<file path="config.mk">
export PLATFORM = sky130hd
export DESIGN_NAME = wrdone_poller
export DESIGN_NICKNAME = d
export VERILOG_FILES = /design/src/rtl/wrdone_pkg.sv /design/src/rtl/wrdone_read_port.sv /design/src/rtl/wrdone_status_judge.sv /design/src/rtl/wrdone_poll_counter.sv /design/src/rtl/wrdone_poller.sv
export SDC_FILE = /design/constraint.sdc
export NUM_CORES = 1
export LEC_CHECK = 0
export BUFFER_PORTS_ARGS = -buffer_cell sky130_fd_sc_hd__buf_2
export CELL_PAD_IN_SITES_DETAIL_PLACEMENT = 0
export CELL_PAD_IN_SITES_GLOBAL_PLACEMENT = 1
export CORE_ASPECT_RATIO = 2
export CORE_MARGIN = 2
export CORE_UTILIZATION = 37
export DETAILED_ROUTE_END_ITERATION = 7
export PLACE_DENSITY_LB_ADDON = 0.1
export SLEW_MARGIN = 20
export SYNTH_ARGS = -nofsm -noshare
export SYNTH_HDL_FRONTEND = slang
export SYNTH_HIERARCHICAL = 1
export SYNTH_SLANG_ARGS = --single-unit
</file>
<file path="constraint.sdc">
create_clock -name clk -period 3.6 [get_ports clk]
set_input_delay 0.72 -clock clk [delete_from_list [all_inputs] [get_ports clk]]
set_output_delay 0.72 -clock clk [all_outputs]
set_load 0.01 [all_outputs]
</file>
<file path="src/rtl/wrdone_pkg.sv">
package wrdone_pkg;

    // Position of the data-level status bit in a returned status word.
    localparam int POLL_BIT = 7;
    // Position of the toggling status bit in a returned status word.
    localparam int TGL_BIT = 6;
    // Number of reads that must confirm a first passing read.
    localparam int EXTRA_READS = 2;

    typedef enum logic [1:0] {
        PH_IDLE    = 2'd0,
        PH_SEEK    = 2'd1,
        PH_CONFIRM = 2'd2
    } phase_e;

    // Per-sequence settings, captured when a request is accepted.
    typedef struct packed {
        logic toggle_mode;
        logic exp_bit;
    } job_cfg_t;

    function automatic logic level_match(input logic a, input logic b);
        return a == b;
    endfunction

endpackage

</file>
<file path="src/rtl/wrdone_read_port.sv">
module wrdone_read_port #(
    parameter int ADDR_W = 20
) (
    input  logic              clk,
    input  logic              rst,
    input  logic              load,
    input  logic [ADDR_W-1:0] load_addr,
    input  logic              active,
    input  logic              rd_ack,
    output logic              rd_req,
    output logic [ADDR_W-1:0] rd_addr,
    output logic              taken
);
    logic [ADDR_W-1:0] addr_q;

    always_ff @(posedge clk) begin
        if (rst) begin
            addr_q <= '0;
        end else if (load) begin
            addr_q <= load_addr;
        end
    end

    // Only one read is ever outstanding: the request stays up for the
    // whole active sequence, and each acknowledge closes one read.
    assign rd_req  = active;
    assign rd_addr = addr_q;
    assign taken   = active && rd_ack;
endmodule

</file>
<file path="src/rtl/wrdone_status_judge.sv">
module wrdone_status_judge
    import wrdone_pkg::*;
#(
    parameter int DATA_W = 16
) (
    input  logic              clk,
    input  logic              rst,
    input  logic              clear,
    input  logic              sample,
    input  job_cfg_t          cfg,
    input  logic [DATA_W-1:0] rd_data,
    output logic              read_ok
);
    logic have_ref;
    logic prev_tgl;

    // Keep bit 6 of the last read so that toggle mode can compare against it.
    always_ff @(posedge clk) begin
        if (rst || clear) begin
            have_ref <= 1'b0;
            prev_tgl <= 1'b0;
        end else if (sample) begin
            have_ref <= 1'b1;
            prev_tgl <= rd_data[TGL_BIT];
        end
    end

    always_comb begin
        if (cfg.toggle_mode) begin
            read_ok = have_ref && level_match(rd_data[TGL_BIT], prev_tgl);
        end else begin
            read_ok = level_match(rd_data[POLL_BIT], cfg.exp_bit);
        end
    end
endmodule

</file>
<file path="src/rtl/wrdone_poll_counter.sv">
module wrdone_poll_counter #(
    parameter int CNT_W = 16
) (
    input  logic             clk,
    input  logic             rst,
    input  logic             clear,
    input  logic             step,
    input  logic [CNT_W-1:0] limit,
    output logic             expire
);
    logic [CNT_W-1:0] count;
    logic [CNT_W:0]   count_nx;

    assign count_nx = {1'b0, count} + {{CNT_W{1'b0}}, 1'b1};
    // A limit of zero expires on the first read, so it acts like a limit of one.
    assign expire   = step && (count_nx >= {1'b0, limit});

    always_ff @(posedge clk) begin
        if (rst || clear) begin
            count <= '0;
        end else if (step && (count != {CNT_W{1'b1}})) begin
            count <= count_nx[CNT_W-1:0];
        end
    end
endmodule

</file>
<file path="src/rtl/wrdone_poller.sv">
module wrdone_poller
    import wrdone_pkg::*;
#(
    parameter int ADDR_W = 20,
    parameter int DATA_W = 16,
    parameter int CNT_W  = 16
) (
    input  logic              clk,
    input  logic              rst,
    input  logic              start,
    input  logic [ADDR_W-1:0] start_addr,
    input  logic [DATA_W-1:0] start_data,
    input  logic              use_toggle,
    input  logic [CNT_W-1:0]  poll_limit,
    output logic              rd_req,
    output logic [ADDR_W-1:0] rd_addr,
    input  logic              rd_ack,
    input  logic [DATA_W-1:0] rd_data,
    output logic              busy,
    output logic              done,
    output logic              timeout_err
);
    localparam int LEFT_W = $clog2(EXTRA_READS + 1);

    phase_e           phase;
    job_cfg_t         cfg;
    logic [LEFT_W-1:0] left;
    logic [CNT_W-1:0] limit_q;
    logic             accept;
    logic             active;
    logic             taken;
    logic             read_ok;
    logic             expire;
    logic             finish;

    assign active = (phase != PH_IDLE);
    assign accept = (phase == PH_IDLE) && start;
    assign busy   = active;

    wrdone_read_port #(.ADDR_W(ADDR_W)) u_port (
        .clk       (clk),
        .rst       (rst),
        .load      (accept),
        .load_addr (start_addr),
        .active    (active),
        .rd_ack    (rd_ack),
        .rd_req    (rd_req),
        .rd_addr   (rd_addr),
        .taken     (taken)
    );

    wrdone_status_judge #(.DATA_W(DATA_W)) u_judge (
        .clk     (clk),
        .rst     (rst),
        .clear   (accept),
        .sample  (taken),
        .cfg     (cfg),
        .rd_data (rd_data),
        .read_ok (read_ok)
    );

    wrdone_poll_counter #(.CNT_W(CNT_W)) u_count (
        .clk    (clk),
        .rst    (rst),
        .clear  (accept),
        .step   (taken),
        .limit  (limit_q),
        .expire (expire)
    );

    // The sequence completes on the last of the confirming reads.
    assign finish = taken && read_ok && (phase == PH_CONFIRM)
                    && (left == LEFT_W'(1));

    always_ff @(posedge clk) begin
        if (rst) begin
            phase           <= PH_IDLE;
            cfg.toggle_mode <= 1'b0;
            cfg.exp_bit     <= 1'b0;
            left            <= '0;
            limit_q         <= '0;
            done            <= 1'b0;
            timeout_err     <= 1'b0;
        end else begin
            done        <= 1'b0;
            timeout_err <= 1'b0;
            if (accept) begin
                phase           <= PH_SEEK;
                cfg.toggle_mode <= use_toggle;
                cfg.exp_bit     <= start_data[POLL_BIT];
                limit_q         <= poll_limit;
                left            <= '0;
            end else if (taken) begin
                if (finish) begin
                    done  <= 1'b1;
                    phase <= PH_IDLE;
                end else if (expire) begin
                    timeout_err <= 1'b1;
                    phase       <= PH_IDLE;
                end else if (read_ok) begin
                    if (phase == PH_SEEK) begin
                        phase <= PH_CONFIRM;
                        left  <= LEFT_W'(EXTRA_READS);
                    end else begin
                        left <= left - LEFT_W'(1);
                    end
                end else begin
                    // A failing read at any point restarts the search.
                    phase <= PH_SEEK;
                end
            end
        end
    end
endmodule

</file>
==> results.md, run 1 <==
* Synth area leader: dfxtp_1
* Final Non-Filler Cells at 538
* Seq/Total Area, Yosys at 39.55%
* Total CTS buffers at 9
* Slowest stage cell, crit path: dfxtp_1
* Starting Density at between 30% and 40%
* # clock sinks at 62
* Routed WL at 7575 um
* Synth top area share at 39.55%
* Post-synth ARST share at 0%
* Die area at between 9000 and 10000 sq um
* # placed instances at between 500 and 600
* Main synth FF type: dfxtp_1
* GRT Residual Overflow at 0
* CP peak stage delay at 0.45 ns
* Critical Path AT at 3.56 ns
* P per Cell Area at 505.0 nW/um^2
* Worst-path fanout max at 5
* Antenna violations before repair at 0
* Synth unique cells at 57
* Reg-to-reg endpoint: left[1]$_SDFFE_PP0P_
* Leak at around 0.0018 uW
* Max Slew Vio Count at 0
* Die Span Y at between 100 and 150 um
* First-pass GRT wire length at around 12000 um
* Setup crit start kind: flip-flop
* Worst setup path start: u_count/count[0]$_SDFFE_PP0P_
* Fin nets at 526
* Via-to-Cell Ratio at 4.948
* Post-DP HPWL at around 5600 um
* CP endpoint kind: flip-flop
* Routed length per instance at roughly 14 um
* DR pass1 iterations at 4
* Synth Area per Inst at 8.790 sq um
* Core Box Area at around 8200 sq um
* Vias in the first global route at 2678
* Fmax at 0.2995 GHz
* CP endpoint: left[1]$_SDFFE_PP0P_
* VDD IR max at 0.3021 mV
* Max_cap viols at 0
* Cell Area, Synth at 3138 sq um
* Bufs on Longest Clock Path at 2
* Final core utilization at 48.63%
* Root Driver: clkbuf_16
* RSZ-0062 raised after global routing: no
* DRC Markers at 0
* Ratio of final minimum period to clock period at 92.74%
* Post-CTS Hold Fix Bufs at 0
* R2R cell count at 13
* CTS tree: yes
* Worst-Margin Slew at 0.7099 ns
* Post-synth top cells: 62 x dfxtp_1, 46 x nand2_1, 40 x nor2_1, 29 x a21oi_1, 23 x mux2i_1
* Most frequent cell after synthesis: dfxtp_1
* Post-DRT Antenna Nets at 0
* P&R area growth vs syn at 27.59%
* Worst Path Required at 3.82 ns
* CP Class: reg2reg
* Largest net degree at the start of global routing at 46
* DR vias at 2662
* Endpoints failing setup at 0
* Post-synth EDFFs at 0
* Origin of the worst min-delay path: limit_q[8]$_SDFFE_PP0P_
* I/O Buffers at 67
* Clk slew on worst S/H paths at approximately 0.050 ns
* Relative slew slack at 52.60%
* Worst r2r src: u_count/count[0]$_SDFFE_PP0P_
* Setup TNS at 0 ns
* HP Class: reg2reg
* Yosys Warn Count at 6
* N_diodes at 0
* Filler Cells Inserted at roughly 850
* Syn_nets at between 400 and 500
* Num rows at 47
* Die Wd at 69.12 um
* Critical path buffer and inverter count at 0
* CP Cell Sequence: ha_1, nand3_1, nor4_4, and4_1, xor2_1, ha_1, nand3_1, nor3_1, o31ai_1, a41oi_1, and2b_1, o211a_4, a2111oi_2
* CP top delay family: simple AND/OR/NAND/NOR gates
* Fin. Hold Viols at 0
* Seq cells post-synth at 62
* Clock Latency Late Sink at between 0.3 and 0.4 ns
* Register-to-Register Setup Slack at 0.26 ns
* I/O pin cnt at 97
* Status: finished clean
* Synth area leaders: dfxtp_1 40%, mux2i_1 7.3%, ha_1 7.2%
* Fin crit period at ~3.3 ns
* Tot GR Track Use at 16.94%
* Stages on worst setup path at 13
* Share of cells above drive strength 1 at 26.14%
* Final Wtd Congestion at roughly 0.76
* CTS HTree Levels at 3
* Worst hold slack at 0.4523 ns
* Initial DRC count at 88
* Clock skew at 0.005668 ns
* Hold path depth at 2
* Syn Inst Count at around 360
power by group:
| group | internal [uW] | leakage (uW) | switching [uW] | total (uW) |
|---|---|---|---|---|
| registers | 720 | 0.000506 | 18.3 | 738 |
| logic | 90.5 | 0.00113 | 122 | 213 |
| clock network | 763 | 0.000179 | 307 | 1070 |
logic make-up after synthesis:
group                      after synthesis  synth area share (%)
AOI/OAI and AO/OA                       58                 11.76
xor gates and xnor gates                27                 7.536
adders and majority gates               18                 7.177
buffers and inverters                   37                 5.622
DFF                                     62                 39.55
muxes                                   23                 7.336
and+or+nand+nor                        132                 21.01
flip-flops by register name (all words and copies together), names as in the netlist:
register	cells
left	2
u_judge/have_ref	1
u_port/rd_addr	20
u_count/count	16
done	1
cfg	2
phase	2
timeout_err	1
u_judge/prev_tgl	1
limit_q	16
tightest hold or removal path, stage by stage, from the launching register on:
cell and delay [ns]:
dfxtp_1 0.30, nand2_1 0.05, a21oi_1 0.05
worst min-delay path by stage:
stage	to	slack [ns]
after global routing	limit_q[13]$_SDFFE_PP0P_	0.47
final	limit_q[8]$_SDFFE_PP0P_	0.45
after detailed placement	limit_q[4]$_SDFFE_PP0P_	0.45
after floorplan	limit_q[10]$_SDFFE_PP0P_	0.44
after global placement	limit_q[5]$_SDFFE_PP0P_	0.44
after CTS	limit_q[4]$_SDFFE_PP0P_	0.45
layout make-up:
class                      count  area, sq um  share of cell area, %
multi-input combinational    258         1734                  43.31
sequential                    62         1241                  31.00
timing repair buffer          83        455.4                  11.38
clock buffer                  10        239.0                  5.969
clock inverter                 6        132.6                  3.312
tap                           98        122.6                  3.063
inverter                      21        78.83                  1.969
layout by cell type (no fill, tap or decap), drive strengths merged, types with 4 or more instances in the layout:
cell,n
xnor2,8
dfxtp,62
nor3,7
buf,83
nand2,47
inv,21
and4,4
nand3,7
a21oi,29
o21ai,7
ha,18
mux2i,23
o211ai,6
nand4,5
bufinv,4
clkbuf,10
xor2,19
nor2,41
and2,4
metal layers:
layer  vias to the layer above  share of wire (%)  global-route usage, %
met5                         -                  0                      0
met4                         0                1.6                  7.298
met2                        40                 57                  32.96
met3                         9                2.8                  3.306
li1                       1376                  -                      -
met1                      1237                 39                  16.96
stage by stage:
step | total power [uW] | setup WS (ns) | area [sq um]
6_report | 2022 | 0.2615 | 4004
5_1_grt | 2102 | 0.01996 | 4004
4_1_cts | 2049 | 0.1371 | 3975
3_5_place_dp | 970.4 | 0.1934 | 3603
3_3_place_gp | 966.3 | 0.2288 | 3603
2_1_floorplan | 897.6 | 0.5194 | 3138
what timing repair did:
action	in CTS	in global routing
buffers inserted	0	2
resized for setup	0	2
setup endpoints to repair	0	4
(Power assumes the default switching activity.)
==> run 2: changes to the inputs <==
- CORE_MARGIN: 2 -> not set
==> results.md, run 2 (synthesis results as in run 1) <==
* Status: finished clean
* Die Wd at 67.12 um (-2.9%)
* CP Class: reg2reg
* Num rows at 47 (unchanged)
* Max reg flops at 20 (unchanged)
* Root Driver: clkbuf_16
* Fin nets at 525 (-0.19%)
* Fmax at 0.2931 GHz (-2.1%)
* Setup TNS at 0 ns (unchanged)
* Fin crit period at 3.412 ns (+0.07309 ns)
* Total CTS buffers at 9 (unchanged)
* First-pass GRT wire length at 12910 um (+4.2%)
* GRT Residual Overflow at 0 (unchanged)
* Setup crit start kind: flip-flop
* N_diodes at 0 (unchanged)
* Vias in the first global route at 2800 (+4.6%)
* RSZ-0062 raised after global routing: no
* HP Class: reg2reg
* Tot GR Track Use at 19.48% (+2.5 points)
* DR pass1 iterations at 4 (unchanged)
* Commonest non-fill, non-tap cell in the layout: buf_2
* Post-CTS Setup Bufs at 0 (unchanged)
* P&R area growth vs syn at 25.16%
* Starting Density at 38.12% (unchanged)
* Core Box Area at 8233 sq um (unchanged)
* Bufs on Longest Clock Path at 2 (unchanged)
* Via-to-Cell Ratio at 4.998 (+1.0%)
* Clock Latency Late Sink at 0.32 ns (about the same)
* Die area at 8876 sq um (-4.3%)
* VDD IR max at 0.3418 mV (+13%)
* CTS HTree Levels at 3 (unchanged)
* DP Worst Slack at 0.1830 ns (-0.01043 ns)
* Clk slew on worst S/H paths at 0.06 ns (about the same)
* CTS tree: yes
* Fin. Hold Viols at 0 (unchanged)
* Die Span Y at 132.2 um (-1.5%)
* Largest net degree at the start of global routing at 29 (-37%)
* Final worst slack at 0.1884 ns (-0.07309 ns)
* Antenna violations before repair at 0 (unchanged)
* DRC Markers at 0 (unchanged)
* Endpoints failing setup at 0 (unchanged)
* Worst-Margin Slew at 0.5649 ns (-0.1450 ns)
* CP endpoint kind: flip-flop
* Filler Cells Inserted at 859 (+0.82%)
* Critical Path AT at 3.63 ns (+0.07 ns)
* Routed WL at 7495 um (-1.1%)
* Final Wtd Congestion at 0.7230 (-4.7%)
* P per Cell Area at 475.4 nW/um^2 (-5.9%)
* I/O Buffers at 67 (unchanged)
* Initial DRC count at 73 (-17%)
* Post-CTS Hold Fix Bufs at 0 (unchanged)
* Relative slew slack at 62.23% (+9.6 points)
* Post-DRT Antenna Nets at 0 (unchanged)
* Leak at 0.001765 uW (-2.6%)
* # clock sinks at 62 (unchanged)
* Max Slew Vio Count at 0 (unchanged)
* # placed instances at 521 (+0.19%)
* Post-DP HPWL at 5620 um (+1.1%)
* Worst Path Required at 3.82 ns (about the same)
* Worst-path fanout max at 6 (+1)
* I/O pin cnt at 97 (unchanged)
* Routed length per instance at 13.96 um (-0.87%)
* Clock skew at 0.007290 ns (+0.001622 ns)
* DR vias at 2684 (+0.83%)
* Ratio of final minimum period to clock period at 94.77% (+2.0 points)
* Register-to-Register Setup Slack at 0.19 ns (-0.07 ns)
* Share of cells above drive strength 1 at 25.28% (-0.85 points)
* Final Non-Filler Cells at 537 (-0.19%)
* Post-CTS sizing at 0 (unchanged)
* Max_cap viols at 0 (unchanged)
* Most frequent cells in the layout: 67 x buf_2, 62 x dfxtp_1, 46 x nand2_1
run 2: changes by cell type in the layout (fill, tap and decap cells not counted), sizes merged:
| cell | delta |
|---|---|
| clkinvlp | -1 |
| clkinv | +1 |
| bufinv | -2 |
| clkbuf | +2 |
| buf | -1 |
run 2: critical path: stages, from the launching register on:
cell       delay (ns)
dfxtp_1          0.46
nand4_2          0.21
nor4_4           0.46
and2_2           0.25
xor2_1           0.08
ha_1             0.30
nand3_1          0.11
nor3_1           0.32
o31ai_1          0.15
a41oi_1          0.28
and2b_1          0.25
o211a_4          0.17
a2111oi_2        0.27
run 2: where the power goes:
part | internal (uW) | switching, uW
Sequential | 720 | 17.5
Combinational | 91.2 | 123
Clock | 622 | 293
Total | 1430 | 433
run 2: layout make-up:
type	instances	area, sq um	area share, %
multi-input combinational	258	1720	43.80
sequential	62	1241	31.60
timing repair buffer	82	447.9	11.40
clock buffer	12	246.5	6.276
tap	98	122.6	3.122
inverter	21	78.83	2.007
clock inverter	4	70.07	1.784
run 2: final timing paths:
kind                                 startpoint                      end  cells after the start
setup / recovery  u_count/count[2]$_SDFFE_PP0P_     left[1]$_SDFFE_PP0P_                     12
setup reg to reg  u_count/count[2]$_SDFFE_PP0P_     left[1]$_SDFFE_PP0P_                     12
hold reg to reg         limit_q[2]$_SDFFE_PP0P_  limit_q[2]$_SDFFE_PP0P_                      2
hold / removal          limit_q[2]$_SDFFE_PP0P_  limit_q[2]$_SDFFE_PP0P_                      2
run 2: routing by layer:
layer | share of wire, % | up-vias | routed length [um] | GRT usage (%)
li1 | - | 1372 | - | -
met1 | 39 | 1258 | 2904 | 19.75
met2 | 57 | 45 | 4261 | 36.39
met3 | 2.6 | 9 | 195 | 3.460
met4 | 1.8 | 0 | 133 | 8.511
met5 | 0 | - | 0 | 0
run 2: per-stage QoR:
stage               cell area [sq um]  total power, uW  utilization, %  hold WS, ns
floorplan                        3138            897.6               -       0.4363
global placement                 3611            966.1           43.86       0.4423
detailed placement               3611            969.9           43.86       0.4491
CTS                              3928             1896           47.71       0.4558
global route                     3928             1955           47.71       0.4691
finish                           3928             1867           47.71       0.4529
